File: config.mk
export PLATFORM = sky130hd
export DESIGN_NAME = br_likely_unit
export DESIGN_NICKNAME = d
export VERILOG_FILES = /design/src/rtl/br_pkg.sv /design/src/rtl/br_decode.sv /design/src/rtl/br_cond.sv /design/src/rtl/br_target.sv /design/src/rtl/br_likely_unit.sv
export SDC_FILE = /design/constraint.sdc
export NUM_CORES = 1
export LEC_CHECK = 0
export BUFFER_PORTS_ARGS = -buffer_cell sky130_fd_sc_hd__buf_4
export CAP_MARGIN = 20
export CORE_MARGIN = 3
export CORE_UTILIZATION = 41
export CTS_BUF_LIST = sky130_fd_sc_hd__clkbuf_16
export DETAILED_ROUTE_END_ITERATION = 8
export PLACE_DENSITY = 0.81
export SLEW_MARGIN = 20
export SYNTH_ARGS = -nofsm -noshare
export SYNTH_HDL_FRONTEND = slang
export SYNTH_HIERARCHICAL = 1
export SYNTH_SLANG_ARGS = --single-unit
File: constraint.sdc
create_clock -name clk -period 3.71 [get_ports clk]
set_input_delay 0.742 -clock clk [delete_from_list [all_inputs] [get_ports clk]]
set_output_delay 0.742 -clock clk [all_outputs]
set_load 0.05 [all_outputs]
File: src/rtl/br_pkg.sv
package br_pkg;

    localparam logic [5:0] OPC_REGIMM = 6'd1;

    // Decoded branch attributes carried from decode to condition/target logic
    typedef struct packed {
        logic is_br;    // instruction is a conditional branch
        logic likely;   // annul delay slot when not taken
        logic link;     // writes return address to r31
        logic cmp_eq;   // compare rs against rt (else rs against zero)
        logic lez_sel;  // zero test is "<= 0" instead of "< 0"
        logic negate;   // invert the base test
    } br_ctrl_t;

    function automatic logic [31:0] sext_off_x4(input logic [15:0] off);
        return {{14{off[15]}}, off, 2'b00};
    endfunction

endpackage

File: src/rtl/br_decode.sv
module br_decode
    import br_pkg::*;
(
    input  logic [5:0] opcode,
    input  logic [4:0] subcode,
    output br_ctrl_t   ctrl
);
    always_comb begin
        ctrl = '0;
        if (opcode == OPC_REGIMM) begin
            // sub-codes 0..3 and 16..19: bit4 link, bit1 likely, bit0 negate
            if (subcode[3:2] == 2'b00) begin
                ctrl.is_br   = 1'b1;
                ctrl.link    = subcode[4];
                ctrl.likely  = subcode[1];
                ctrl.negate  = subcode[0];
                ctrl.cmp_eq  = 1'b0;
                ctrl.lez_sel = 1'b0;
            end
        end else if (opcode[5] == 1'b0 && opcode[3:2] == 2'b01) begin
            // opcodes 4..7 and 20..23: bit4 likely, bit1 zero-test, bit0 negate
            ctrl.is_br   = 1'b1;
            ctrl.likely  = opcode[4];
            ctrl.negate  = opcode[0];
            ctrl.cmp_eq  = ~opcode[1];
            ctrl.lez_sel = opcode[1];
        end
    end
endmodule

File: src/rtl/br_cond.sv
module br_cond
    import br_pkg::*;
#(
    parameter int XLEN = 32
) (
    input  br_ctrl_t          ctrl,
    input  logic [XLEN-1:0]   rs_val,
    input  logic [XLEN-1:0]   rt_val,
    output logic              taken
);
    logic is_neg;
    logic is_zero;
    logic base;

    always_comb begin
        is_neg  = rs_val[XLEN-1];
        is_zero = (rs_val == '0);
        if (ctrl.cmp_eq)
            base = (rs_val == rt_val);
        else if (ctrl.lez_sel)
            base = is_neg | is_zero;
        else
            base = is_neg;
        taken = ctrl.is_br & (base ^ ctrl.negate);
    end
endmodule

File: src/rtl/br_target.sv
module br_target
    import br_pkg::*;
#(
    parameter int XLEN = 32
) (
    input  logic [XLEN-1:0] id_pc,
    input  logic [15:0]     offset,
    output logic [XLEN-1:0] target,
    output logic [XLEN-1:0] ret_addr
);
    localparam int EXT = XLEN - 32;
    logic [XLEN-1:0] disp;

    generate
        if (EXT > 0) begin : g_wide
            logic [31:0] d32;
            assign d32  = sext_off_x4(offset);
            assign disp = {{EXT{d32[31]}}, d32};
        end else begin : g_narrow
            logic [31:0] d32;
            assign d32  = sext_off_x4(offset);
            assign disp = d32[XLEN-1:0];
        end
    endgenerate

    assign target   = id_pc + XLEN'(4) + disp;
    assign ret_addr = id_pc + XLEN'(8);
endmodule

File: src/rtl/br_likely_unit.sv
module br_likely_unit
    import br_pkg::*;
#(
    parameter int              XLEN      = 32,
    parameter logic [XLEN-1:0] RESET_VEC = XLEN'(32'hBFC0_0000)
) (
    input  logic            clk,
    input  logic            rst,
    input  logic            stall,
    input  logic            id_valid,
    input  logic [31:0]     id_instr,
    input  logic [XLEN-1:0] id_pc,
    input  logic [XLEN-1:0] rs_val,
    input  logic [XLEN-1:0] rt_val,
    output logic            fwd_rs_req,
    output logic [4:0]      fwd_rs_sel,
    output logic            fwd_rt_req,
    output logic [4:0]      fwd_rt_sel,
    output logic            br_taken,
    output logic [XLEN-1:0] next_pc,
    output logic [XLEN-1:0] fetch_pc,
    output logic            slot_in_ds,
    output logic            slot_annul,
    output logic            link_we,
    output logic [4:0]      link_reg,
    output logic [XLEN-1:0] link_value
);
    br_ctrl_t        raw_ctrl;
    br_ctrl_t        ctrl;
    logic            br_live;
    logic            br_likely;
    logic            cond_taken;
    logic [XLEN-1:0] target;
    logic [XLEN-1:0] ret_addr;
    logic            squash_slot;

    br_decode u_dec (
        .opcode  (id_instr[31:26]),
        .subcode (id_instr[20:16]),
        .ctrl    (raw_ctrl)
    );

    // An annulled slot occupying decode is treated as empty
    assign br_live   = id_valid & ~slot_annul & raw_ctrl.is_br;
    assign br_likely = raw_ctrl.likely;

    always_comb begin
        ctrl       = raw_ctrl;
        ctrl.is_br = br_live;
    end

    br_cond #(.XLEN(XLEN)) u_cond (
        .ctrl   (ctrl),
        .rs_val (rs_val),
        .rt_val (rt_val),
        .taken  (cond_taken)
    );

    br_target #(.XLEN(XLEN)) u_tgt (
        .id_pc    (id_pc),
        .offset   (id_instr[15:0]),
        .target   (target),
        .ret_addr (ret_addr)
    );

    assign br_taken   = cond_taken;
    assign next_pc    = cond_taken ? target : fetch_pc + XLEN'(4);

    assign fwd_rs_req = br_live;
    assign fwd_rs_sel = br_live ? id_instr[25:21] : 5'd0;
    assign fwd_rt_req = br_live & raw_ctrl.cmp_eq;
    assign fwd_rt_sel = fwd_rt_req ? id_instr[20:16] : 5'd0;

    assign link_we    = br_live & raw_ctrl.link;
    assign link_reg   = 5'd31;
    assign link_value = ret_addr;

    assign squash_slot = br_live & raw_ctrl.likely & ~cond_taken;

    always_ff @(posedge clk) begin
        if (rst) begin
            fetch_pc   <= RESET_VEC;
            slot_annul <= 1'b0;
            slot_in_ds <= 1'b0;
        end else if (!stall) begin
            fetch_pc   <= next_pc;
            slot_annul <= squash_slot;
            slot_in_ds <= br_live & ~squash_slot;
        end
    end
endmodule

==> Yosys cells after proc, flatten, opt, wreduce, memory -nomap -nowiden <==
Index checks and enable logic that the tools add are counted.
{ "word_totals": {"output_inout_bits": 117, "register_bits": 34, "in_bits": 132, "elab_cells": 39} }
{ "op_classes": {"mux": 11, "eq_ne": 3, "n_addsub": 4, "reduce_logical": 3, "bitwise": 15} }
{ "ops": {"columns": ["operator", "count"], "rows": [
  ["$add 32x3->32 const B", 2],
  ["$add 32x32->32", 1],
  ["$add 32x4->32 const B", 1],
  ["$eq 32x32->1", 1],
  ["$logic_not 32->1", 1],
  ["$mux 32", 1],
  ["$mux 5", 2],
  ["$and 1x1->1", 8],
  ["$eq 6x1->1 const B", 1],
  ["$mux 3", 2],
  ["$mux 6", 1],
  ["$not 1->1", 5],
  ["$mux 2", 2],
  ["$mux 1", 3],
  ["$eq 2x1->1 const B", 1],
  ["$logic_not 2->1", 1],
  ["$logic_and 1x1->1", 1],
  ["$or 1x1->1", 1],
  ["$xor 1x1->1", 1]
]} }

==> Logic depth before layout (Yosys ltp) <==
{ "logic_depth": {"ltp_word": 12, "ltp_mapped": 15, "depth_no_buf": 15} }

==> Cells and area by module <==
Netlist, hierarchy kept.
{ "by_module_without_submodules": {"columns": ["module", "seq_area_each_um2", "cells_each", "n_inst", "area_each_um2"], "rows": [
  ["br_likely_unit", 680.7, 368, 1, 2658.8],
  ["br_target", 0.0, 321, 1, 2424.8],
  ["br_cond", 0.0, 59, 1, 451.7],
  ["br_decode", 0.0, 14, 1, 98.8]
]} }

==> Worst setup path after synthesis <==
OpenSTA, ideal clock, no wires.
{ "synth_timing": {"path_type": "input-to-output", "from": "input port id_instr[27]", "to": "output port next_pc[26]", "slack_ps": -2273, "required_ps": 2968, "arrival_time_ps": 5241, "stages": 13, "n_path_buf": 4, "cell_sequence": "nor3b_2 -> and2_1 -> o21a_1 -> nand2_1 -> nor2_1 -> clkbuf_1 -> nand2b_1 -> mux2i_1 -> buf_2 -> buf_1 -> buf_1 -> nor3b_1 -> a221oi_1"} }
{ "synth_rtl": {"columns": ["item", "line_no", "rtl"], "rows": [
  ["start, declared", "br_likely_unit.sv:11", "input logic [31:0] id_instr,"],
  ["end, declared", "br_likely_unit.sv:20", "output logic [XLEN-1:0] next_pc,"]
]} }

==> Final worst setup path <==
{ "layout_timing": {"from": "input port id_instr[12]", "to": "output port next_pc[29]"} }
{ "layout_between": {"elab_chain_len": 2} }
{ "layout_lines": {"columns": ["item", "line_no", "rtl"], "rows": [
  ["$add 32x32->32", "br_target.sv:26", "assign target = id_pc + XLEN'(4) + disp;"],
  ["named net target[29]", "br_likely_unit.sv:33", "logic [XLEN-1:0] target;"],
  ["$mux 32", "br_likely_unit.sv:67", "assign next_pc = cond_taken ? target : fetch_pc + XLEN'(4);"]
]} }
The timed path passes the listed nets, and every way through them passes these cells.

==> out/qor.yml <==
route:
  routed_wl_um: 26300
  routed-via-count: 7820
  drt_iter0_drc: 839
  final_antenna_net_count: 0
  route.detailed.drc: 0
  drt-wirelength-per-cell_um: 19.6
  drt_pre_antenna_iters: 5
  post_drt_via_cell_ratio: 5.84
clock_network:
  clock_sink_count: 34
  cts_tree: "done"
  clockBufferDepth: 2
  numCtsBuffers: 5
  cts.root.buffer_cell: "sky130_fd_sc_hd__clkbuf_16"
  ctsHoldBuffers: 0
  worst_skew_pair.late_latency_ns: 0.29
  clk_transition_reported_paths_ns: 0.06
  cts.htree.levels: 2
yosys:
  yosys.area.top_type: "sky130_fd_sc_hd__ha_1"
  synth_enable_flop_cells: 0
  fraction_of_the_mapped_netlist_area_in_compound_gates: 0.217
  syn-mean-instance-area_sq_um: 7.39
  synth_commonest_cells: "sky130_fd_sc_hd__nand2_1 (86), sky130_fd_sc_hd__xnor2_1 (67), sky130_fd_sc_hd__ha_1 (59)"
  post-synth-top-area-fraction: 0.131
  ys_async_sr_fraction: 0
  synth_mux_area_frac: 0.0222
  yosysUniqueCellTypes: 81
  synth_top_family_by_area: "simple AND/OR/NAND/NOR gates"
  synthAdderAreaFrac: 0.135
  ys_top_cells_by_area: "sky130_fd_sc_hd__ha_1 (13%), sky130_fd_sc_hd__dfxtp_1 (12%), sky130_fd_sc_hd__xnor2_1 (10%), sky130_fd_sc_hd__xor2_1 (7.0%), sky130_fd_sc_hd__nand2_1 (5.7%)"
  postSynthCellCount: 762
  synthesis.yosys.warnings: 6
  xor_and_xnor_area_share_after_synthesis: 0.174
  yosys.area_share.simple: 0.278
  synth_most_common_cell: "sky130_fd_sc_hd__nand2_1"
  seq_area_frac_synth: 0.121
  synth.ff_latch_count: 34
  synth_top_flop_cell: "sky130_fd_sc_hd__dfxtp_1"
  netlist_area_sq_um: 5630
final_layout:
  drive_above_1_share: 0.533
  nNetsFinal: 1355
  share_of_the_core_filled_with_cells_in_the_final_layout: 0.813
  final_cells: 1340
  finalInstanceArea_sq_um: 10900
  area_growth_from_synthesis_to_final_layout_pct: 92.7
  diodes: 0
placed_design:
  dp_worst_setup_slack_ns: -0.563
  placement.cell_area_sq_um: 8890
  detailed_place_hpwl_um: 16800
  post-place-cells: 1279
  finalWeightedCongestion: 0.931
  io_buffer_count: 243
timing:
  timing.max_slew.rel_slack: 0.509
  rsz0062_at_grt: "yes"
  setup_ws_ns: -0.531
  final_critical_path_time_including_i_o_delays_and_setup_ns: 4.24
  fin_skew_ns: 0.00763
  setup_viol: 24
  timing_max_transition_violations_final: 0
  fmaxAchievable_mhz: 236
  timing.final.hold_violations: 0
  tightest_slew_ns: 0.733
  setup_tns_final_ns: -4.92
  final_min_period_over_clock_period: 1.14
run_status:
  run_status: "finished, violations left"
  failed_checks: "setup timing"
floorplan:
  design.core.area_sq_um: 13300
  rows: 42
  num_io_pins: 249
  die-area_sq_um: 15200
  initial_core_util: 0.422
  die_height_um: 123
  floorplan.die.width_um: 123
global_route:
  globalRoute.totalOverflow: 0
  antenna_found_initial: 0
  via_count_of_the_first_global_routing_pass: 7089
  global_route_wire_length_before_repair_um: 33900
  grt_usage: 0.271
  grt_start_max_net_pins: 42
pwr:
  power.static_leakage_uw: 0.00482
  power.density_cell_area_nw_per_um2: 234
  vdd_drop_max_mv: 0.205
run:
  max-cap-violations: 0
critical_path:
  required_ns: 2.97
  critPathKind: "in -> out"
  crit_fanout: 3
  end_kind: "output pin"
  timing.critical_path.arrival_ns: 3.50
  timing.reg2reg.worst_path_depth: 5
  critical_path.startpoint_type: "input port"
min_path:
  hold_path_class: "reg -> reg"
  worstHoldPathCells: 2
[cells in the final DEF (no fill, tap or decap), drive strengths merged, types with 5 or more instances in the layout]
cell	count
buf	429
nand2	86
xnor2	67
ha	59
a21oi	54
nor2	49
o21ai	47
xor2	45
nand3	37
dfxtp	34
nand4	24
nor3	19
inv	18
and3	16
nor4	16
and2	15
a21o	10
clkbuf	9
a31oi	9
o31ai	9
mux2i	8
nand2b	8
a21boi	6
and4	6
nor3b	6
a22oi	5
conb	5
nor2b	5
[what timing repair did]
item	4_1_cts	5_1_grt
pin swaps	46	57
buffers inserted	21	35
resized for setup	114	136
gates cloned	0	4
endpoints found under the setup margin	30	31
[cells by family after synthesis]
family / after synthesis
XOR/XNOR: 112
other: 1
flip-flops: 34
multiplexers: 12
buffers and inverters: 62
AO/OA/AOI/OAI: 180
AND/OR/NAND/NOR: 301
adder cells (fa/ha/maj): 60
[critical path, cell delays in order]
cell	delay, ns
sky130_fd_sc_hd__buf_4	0.11
sky130_fd_sc_hd__ha_1	0.29
sky130_fd_sc_hd__ha_1	0.35
sky130_fd_sc_hd__a21oi_1	0.25
sky130_fd_sc_hd__o21ai_0	0.17
sky130_fd_sc_hd__a22o_1	0.26
sky130_fd_sc_hd__a31o_4	0.24
sky130_fd_sc_hd__o31ai_4	0.29
sky130_fd_sc_hd__o31ai_2	0.11
sky130_fd_sc_hd__xor2_1	0.27
sky130_fd_sc_hd__nand2_1	0.16
sky130_fd_sc_hd__o21ai_4	0.09
sky130_fd_sc_hd__buf_6	0.17
[power by group]
group / internal, uW / switching, uW / total, uW
registers: 373 / 15.1 / 388
clock network: 387 / 183 / 570
logic: 757 / 820 / 1580
[through the flow]
step	total power [uW]	hold slack, ns
floorplan	1080	0.694
global placement	1560	0.464
detailed placement	1570	0.484
CTS	2310	0.493
global route	2630	0.532
finish	2530	0.491
[cell type report]
cell class                      instances  area (sq um)
Fill cell                             753          2490
Sequential cell                        34           681
Clock buffer                            5           125
Timing Repair Buffer                  433          3720
Inverter                               19          83.8
Clock inverter                          3          68.8
Multi-Input combinational cell        670          5950
Tap cell                              176           220
[metal layers]
layer | part of all wire | up-vias | track usage
li1 | - | 3580 | -
met2 | 0.49 | 529 | 0.485
met5 | 0 | - | 0
met1 | 0.36 | 3591 | 0.323
met3 | 0.091 | 120 | 0.0425
met4 | 0.051 | 0 | 0.107
[state kept, by name (all words and copies together), names as in the netlist]
| name | count |
|---|---|
| fetch_pc | 32 |
| slot_annul | 1 |
| slot_in_ds | 1 |
[final timing paths]
path,from,endpoint,slack [ns]
setup / recovery,id_instr[12],next_pc[29],-0.53
hold / removal,fetch_pc[0]$_SDFFE_PP0N_,fetch_pc[0]$_SDFFE_PP0N_,0.49
setup reg to reg,fetch_pc[15]$_SDFFE_PP0N_,fetch_pc[31]$_SDFFE_PP1N_,1.28
hold reg to reg,fetch_pc[0]$_SDFFE_PP0N_,fetch_pc[0]$_SDFFE_PP0N_,0.49
Power figures use the tool's default switching activity.
